[config.mk]
export PLATFORM = sky130hd
export DESIGN_NAME = svc_ack_ctrl
export DESIGN_NICKNAME = d
export VERILOG_FILES = /design/src/rtl/svc_pkg.sv /design/src/rtl/svc_strobe_sync.sv /design/src/rtl/svc_ctx_regs.sv /design/src/rtl/svc_bus_port.sv /design/src/rtl/svc_ack_ctrl.sv
export SDC_FILE = /design/constraint.sdc
export NUM_CORES = 1
export LEC_CHECK = 0
export ABC_AREA = 0
export BUFFER_PORTS_ARGS = -buffer_cell sky130_fd_sc_hd__buf_4
export CAP_MARGIN = 20
export CELL_PAD_IN_SITES_DETAIL_PLACEMENT = 0
export CELL_PAD_IN_SITES_GLOBAL_PLACEMENT = 1
export CORE_MARGIN = 1
export CORE_UTILIZATION = 32
export DETAILED_ROUTE_END_ITERATION = 6
export PLACE_DENSITY_LB_ADDON = 0.1
export SLEW_MARGIN = 10
export SYNTH_ARGS = -nofsm -noshare
export SYNTH_HDL_FRONTEND = slang
export SYNTH_SLANG_ARGS = --single-unit
[constraint.sdc]
create_clock -name clk -period 1.8 [get_ports clk]
set_input_delay 0.54 -clock clk [delete_from_list [all_inputs] [get_ports clk]]
set_output_delay 0.54 -clock clk [all_outputs]
set_load 0.02 [all_outputs]
[src/rtl/svc_pkg.sv]
package svc_pkg;

  typedef enum logic [1:0] {
    MODE_NORM = 2'd0,
    MODE_RX   = 2'd1,
    MODE_TX   = 2'd2,
    MODE_MDM  = 2'd3
  } svc_mode_e;

  localparam int N_CLASS = 3;
  localparam int IDX_RX  = 0;
  localparam int IDX_TX  = 1;
  localparam int IDX_MDM = 2;

  // Fixed priority: lowest index (receive) wins.
  function automatic logic [N_CLASS-1:0] pick_first(input logic [N_CLASS-1:0] f);
    logic [N_CLASS-1:0] r;
    r = '0;
    for (int i = N_CLASS - 1; i >= 0; i--) begin
      if (f[i]) r = N_CLASS'(1) << i;
    end
    return r;
  endfunction

  function automatic svc_mode_e mode_of(input logic [N_CLASS-1:0] onehot);
    svc_mode_e m;
    m = MODE_NORM;
    if (onehot[IDX_RX])       m = MODE_RX;
    else if (onehot[IDX_TX])  m = MODE_TX;
    else if (onehot[IDX_MDM]) m = MODE_MDM;
    return m;
  endfunction

endpackage

[src/rtl/svc_strobe_sync.sv]
module svc_strobe_sync #(
  parameter int N      = 3,
  parameter int STAGES = 2
) (
  input  logic         clk,
  input  logic         rst_n,
  input  logic [N-1:0] strobe_n,
  output logic [N-1:0] fall,
  output logic [N-1:0] low
);

  for (genvar g = 0; g < N; g++) begin : g_lane
    // sh[STAGES-1:0] synchronizer chain, sh[STAGES] previous synced level
    logic [STAGES:0] sh;
    always_ff @(posedge clk or negedge rst_n) begin
      if (!rst_n) sh <= '1;
      else        sh <= {sh[STAGES-1:0], strobe_n[g]};
    end
    assign fall[g] = sh[STAGES] & ~sh[STAGES-1];
    assign low[g]  = ~sh[STAGES-1];
  end

endmodule

[src/rtl/svc_ctx_regs.sv]
module svc_ctx_regs
  import svc_pkg::*;
#(
  parameter int CHAN_W = 2
) (
  input  logic              clk,
  input  logic              rst_n,
  input  logic              grant_valid,
  input  logic [CHAN_W-1:0] grant_chan,
  input  svc_mode_e         grant_mode,
  input  logic              eos_hit,
  input  logic              car_wr_hit,
  input  logic [CHAN_W-1:0] car_wdata,
  input  logic              ignore_evt,
  output logic [CHAN_W-1:0] car,
  output svc_mode_e         mode,
  output logic              active,
  output logic [CHAN_W-1:0] save_car,
  output svc_mode_e         save_mode,
  output logic              ignored_flag
);

  always_ff @(posedge clk or negedge rst_n) begin
    if (!rst_n) begin
      car       <= '0;
      mode      <= MODE_NORM;
      active    <= 1'b0;
      save_car  <= '0;
      save_mode <= MODE_NORM;
    end else if (grant_valid) begin
      save_car  <= car;
      save_mode <= mode;
      car       <= grant_chan;
      mode      <= grant_mode;
      active    <= 1'b1;
    end else if (eos_hit) begin
      car    <= save_car;
      mode   <= save_mode;
      active <= 1'b0;
    end else if (car_wr_hit) begin
      car <= car_wdata;
    end
  end

  always_ff @(posedge clk or negedge rst_n) begin
    if (!rst_n)          ignored_flag <= 1'b0;
    else if (ignore_evt) ignored_flag <= 1'b1;
    else if (eos_hit)    ignored_flag <= 1'b0;
  end

endmodule

[src/rtl/svc_bus_port.sv]
module svc_bus_port #(
  parameter int DATA_W = 8,
  parameter int CHAN_W = 2
) (
  input  logic              live,
  input  logic [DATA_W-1:0] vec_q,
  input  logic              rd_sel,
  input  logic [1:0]        addr,
  input  logic [CHAN_W-1:0] car,
  input  logic [DATA_W-1:0] status,
  output logic [DATA_W-1:0] rdata,
  output logic              rdata_oe
);

  always_comb begin
    rdata = '0;
    if (live) begin
      rdata = vec_q;
    end else if (rd_sel) begin
      case (addr)
        2'd0:    rdata = DATA_W'(car);
        2'd1:    rdata = status;
        default: rdata = '0;
      endcase
    end
  end

  assign rdata_oe = live | rd_sel;

endmodule

[src/rtl/svc_ack_ctrl.sv]
module svc_ack_ctrl
  import svc_pkg::*;
#(
  parameter int DATA_W      = 8,
  parameter int ID_W        = 5,
  parameter int CHAN_W      = 2,
  parameter int SYNC_STAGES = 2
) (
  input  logic                   clk,
  input  logic                   rst_n,
  input  logic                   ack_rx_n,
  input  logic                   ack_tx_n,
  input  logic                   ack_mdm_n,
  input  logic                   req_rx,
  input  logic                   req_tx,
  input  logic                   req_mdm,
  input  logic [CHAN_W-1:0]      chan_rx,
  input  logic [CHAN_W-1:0]      chan_tx,
  input  logic [DATA_W-1:0]      mdm_irq,
  input  logic [ID_W-1:0]        chip_id,
  input  logic [DATA_W-ID_W-1:0] kind_rx,
  input  logic [DATA_W-ID_W-1:0] kind_tx,
  input  logic [DATA_W-ID_W-1:0] kind_mdm,
  input  logic                   cs,
  input  logic                   rd,
  input  logic                   wr,
  input  logic [1:0]             addr,
  input  logic [DATA_W-1:0]      wdata,
  output logic [DATA_W-1:0]      rdata,
  output logic                   rdata_oe
);

  localparam int KIND_W = DATA_W - ID_W;
  localparam logic [1:0] A_CAR = 2'd0;
  localparam logic [1:0] A_EOS = 2'd2;

  // Named internal events
  logic [N_CLASS-1:0] fall, strobe_low, winner, pend;
  logic               any_fall, grant_valid, ctx_switch, ignore_evt;
  logic               eos_hit, car_wr_hit, rd_sel;
  logic [CHAN_W-1:0]  grant_chan, car, save_car;
  svc_mode_e          grant_mode, mode, save_mode;
  logic               active, ignored_flag, live;
  logic [KIND_W-1:0]  win_kind;
  logic [DATA_W-1:0]  vec_next, vec_q, status;

  svc_strobe_sync #(.N(N_CLASS), .STAGES(SYNC_STAGES)) u_sync (
    .clk      (clk),
    .rst_n    (rst_n),
    .strobe_n ({ack_mdm_n, ack_tx_n, ack_rx_n}),
    .fall     (fall),
    .low      (strobe_low)
  );

  assign pend        = {req_mdm, req_tx, req_rx};
  assign any_fall    = |fall;
  assign winner      = pick_first(fall);
  assign grant_valid = any_fall & ~active & (|(winner & pend));
  assign ctx_switch  = grant_valid;
  assign ignore_evt  = any_fall & (active | (|(fall & ~winner)));
  assign grant_mode  = mode_of(winner);

  always_comb begin
    grant_chan = '0;
    win_kind   = '0;
    if (winner[IDX_RX]) begin
      grant_chan = chan_rx;
      win_kind   = kind_rx;
    end else if (winner[IDX_TX]) begin
      grant_chan = chan_tx;
      win_kind   = kind_tx;
    end else if (winner[IDX_MDM]) begin
      grant_chan = mdm_irq[CHAN_W-1:0];
      win_kind   = kind_mdm;
    end
  end

  assign vec_next = grant_valid ? {chip_id, win_kind} : '0;

  assign rd_sel     = cs & rd;
  assign eos_hit    = cs & wr & (addr == A_EOS) & active;
  assign car_wr_hit = cs & wr & (addr == A_CAR) & ~active;

  always_ff @(posedge clk or negedge rst_n) begin
    if (!rst_n) begin
      live  <= 1'b0;
      vec_q <= '0;
    end else if (any_fall) begin
      live  <= 1'b1;
      vec_q <= vec_next;
    end else if (~|strobe_low) begin
      live  <= 1'b0;
    end
  end

  svc_ctx_regs #(.CHAN_W(CHAN_W)) u_ctx (
    .clk          (clk),
    .rst_n        (rst_n),
    .grant_valid  (ctx_switch),
    .grant_chan   (grant_chan),
    .grant_mode   (grant_mode),
    .eos_hit      (eos_hit),
    .car_wr_hit   (car_wr_hit),
    .car_wdata    (wdata[CHAN_W-1:0]),
    .ignore_evt   (ignore_evt),
    .car          (car),
    .mode         (mode),
    .active       (active),
    .save_car     (save_car),
    .save_mode    (save_mode),
    .ignored_flag (ignored_flag)
  );

  always_comb begin
    status           = '0;
    status[DATA_W-1] = ignored_flag;
    status[DATA_W-2] = active;
    status[1:0]      = mode;
  end

  svc_bus_port #(.DATA_W(DATA_W), .CHAN_W(CHAN_W)) u_bus (
    .live     (live),
    .vec_q    (vec_q),
    .rd_sel   (rd_sel),
    .addr     (addr),
    .car      (car),
    .status   (status),
    .rdata    (rdata),
    .rdata_oe (rdata_oe)
  );

endmodule

==> results.md <==
* Pin count of the biggest net entering global routing at 29
* Post-route cell area at about 2000 µm²
* FF-to-FF Start: u_sync.g_lane[1].sh[1]
* Layout area overhead at 45.15%
* Vias in the first global route at approximately 1.2k
* Initial core utilization at roughly 34%
* Flop-to-flop setup slack at around 100 ps
* Synth Area per Inst at roughly 11 µm²
* WS Path Type: flip-flop to primary output
* #FFs+latches synth at 28
* Net Count, Synth at between 150 and 200
* Top cell type's share of synthesized area at between 30% and 40%
* Post-synthesis sequential area ratio at between 50% and 60%
* Ant. Diodes at 0
* Routed WL at roughly 3300 µm
* Status: finished with violations
* Worst setup margin at -102.3 ps
* Clock-pin slew on the worst setup and hold paths at about 90 ps
* Gp weighted congestion at between 0.7 and 0.8
* GRT Overall Usage at roughly 17%
* Area leader, netlist: dfrtp_1
* Number of synthesized flops with an enable pin at 0
* Clock sink count at 28
* DR iter-0 viols at 59
* Tot Pwr at between 1500 and 2000 µW
* Most area-consuming cells after synthesis: dfrtp_1, dfstp_2, mux2i_1, mux2_4, a22o_1
* DRC viols at 0
* Final HPWL DP at between 2000 and 3000 µm
* Setup violations, final at 4
* Max-cap violations at 0
* Min Hold Slack at approximately 170 ps
* Worst-path fanout max at 3
* Arr. time, crit path at 1360 ps
* Num rows at 23
* Post-synth ARST share at between 90% and 100%
* HP Class: primary input to async pin
* Area after DPL at around 1800 µm²
* Final max-slew violation count at 0
* Num ports at 56
* CP endpoint: rdata[0]
* Final clock skew at between 3 and 4 ps
* Hold buffer count at cts at 0
* Final min period at approximately 1900 ps
* Post-Syn Area at ~1400 µm²
* Core area at a little over 4000 µm²
* Layout cells sized above 1 at between 50% and 60%
* Die Ht at around 67 µm
* WP data required at 1260 ps
* CTS buffer count at 3
* Post-route ant nets at 0
* Distinct cells, synth at 37
* Final period utilization at 105.7%
* Endpoint of the worst register-to-register path: vec_q[2]
* Element type at the critical path end: primary output
* Wire per inst at around 14 µm
* Worst vdd ir at roughly 0.4 mV
* First-pass GRT wire length at around 5400 µm
* CTS tree: yes
* Die area at ~4500 µm²
* Main flop type after synthesis: dfrtp_1
* CTS Buffer Depth at 2
* Failing checks: negative setup slack
* Fmax at 525.7 MHz
* Fin util at 48.87%
* DRT Pass-1 Iters at 4
* Fillers at 387
* Input/output buffers at 43
* Vias per inst at roughly 5
* LEAKAGE at between 0.0009 and 0.001 µW
* Total gr overflow at 0
* Nets at approximately 230
* Cells on worst reg2reg path at 5
* Clk root buf: clkbuf_8
* Crit path launch type: flip-flop
* Yosys warns at 0
* PwrDens at ~950 nW/µm²
* H-tree depth at 1
* Final hold vios at 0
* Synth Instances at 121
* Max-slew headroom at around 76%
* Die X at 67.35 µm
* CP Launch Point: live
* Initial antenna violation count at 0
* Clk_lat worst skew at around 270 ps
* Slew @ Worst Pin at 353.3 ps
* Total vias in the final route at 1147
* RSZ-0062 raised after global routing: yes
## layout make-up
cell class | count | area (µm²) | share of cell area (%)
flip-flops and latches | 28 | 711.9 | 35.90
well taps | 50 | 62.56 | 3.155
repair buffers | 60 | 473.0 | 23.85
multi-input cells | 85 | 669.4 | 33.75
clock buffers | 4 | 55.05 | 2.776
inverters | 3 | 11.26 | 0.5678
## synth_stat cells (all sizes together), types with 3 or more instances
library cell and count:
dfrtp 19, nand2 11, dfstp 9, and2 7
nor2 7, mux2i 6, a22o 5, o31ai 5
clkbuf 4, mux2 4, nand2b 4, a221oi 3
a31oi 3, inv 3, nor2b 3, o21ai 3
## report_power, final
part,switching [µW],internal [µW],leakage [µW]
Combinational,276,340,0.000598
Clock,189,196,0.0000288
Sequential,106,772,0.000330
## logic make-up after synthesis
group | count (synthesis) | share of synthesized area [%]
AND/OR/NAND/NOR | 46 | 19.14
multiplexers | 10 | 8.516
adder cells (fa/ha/maj) | 1 | 0.7326
AO/OA/AOI/OAI | 28 | 16.76
buffers and inverters | 8 | 2.747
flip-flops | 28 | 52.11
## how the worst min path moves through the flow
stage | from | endpoint | slack, ps | cells past startpoint
3_5_place_dp | u_sync.g_lane[1].sh[0] | u_sync.g_lane[1].sh[1] | 350 | 0
4_1_cts | rst_n | vec_q[0] | 170 | 1
3_3_place_gp | u_sync.g_lane[1].sh[0] | u_sync.g_lane[1].sh[1] | 350 | 0
2_1_floorplan | rst_n | live | 240 | 0
6_report | rst_n | u_ctx.active | 170 | 1
5_1_grt | rst_n | u_ctx.ignored_flag | 180 | 1
## flip-flops by register name, indices dropped and copies added, names as in the netlist
register            flops
live                    1
u_ctx.active            1
u_ctx.car               2
u_ctx.ignored_flag      1
u_ctx.mode              2
u_ctx.save_car          2
u_ctx.save_mode         2
u_sync.g_lane.sh        9
vec_q                   8
## metrics by stage
stage | worst slack (ps) | setup TNS, ps | std cells
after floorplan | -152.4 | -304.9 | 121
after global placement | -143.6 | -321.8 | 223
after detailed placement | -195.1 | -527.5 | 223
after CTS | -124.3 | -464.4 | 229
after global routing | -164.2 | -720.5 | 230
final | -102.3 | -324.7 | 230
## placed cells by master, fill, tap and decap left out, drive strengths merged, types with 4 or more instances in the layout
cell type / synthesis / layout
a22o: 5 / 5
and2: 7 / 7
buf: 1 / 60
clkbuf: 4 / 4
dfrtp: 19 / 19
dfstp: 9 / 9
mux2: 4 / 4
mux2i: 6 / 6
nand2: 11 / 11
nand2b: 4 / 4
nor2: 7 / 7
o31ai: 5 / 5
## timing repair
action / CTS / global route
gates resized for setup: 11 / 10
buffers inserted: 2 / 1
setup endpoints to repair: 10 / 15
pin swaps: 3 / 3
## worst max-delay path: stages, from the launching register on
cell and delay [ps]:
dfrtp_1 410, or3_4 400, o21ai_2 140, buf_6 130
## per-layer routing
metal  share of wire (%)  up-vias  routed length, µm  track usage, %
li1                    -      560                  -               -
met4                 1.4        0                 45           7.979
met2                  46       39               1542           26.63
met3                 5.3        4                177           3.209
met5                   0        -                  0               0
met1                  47      544               1562           21.34
(Power assumes the default switching activity.)
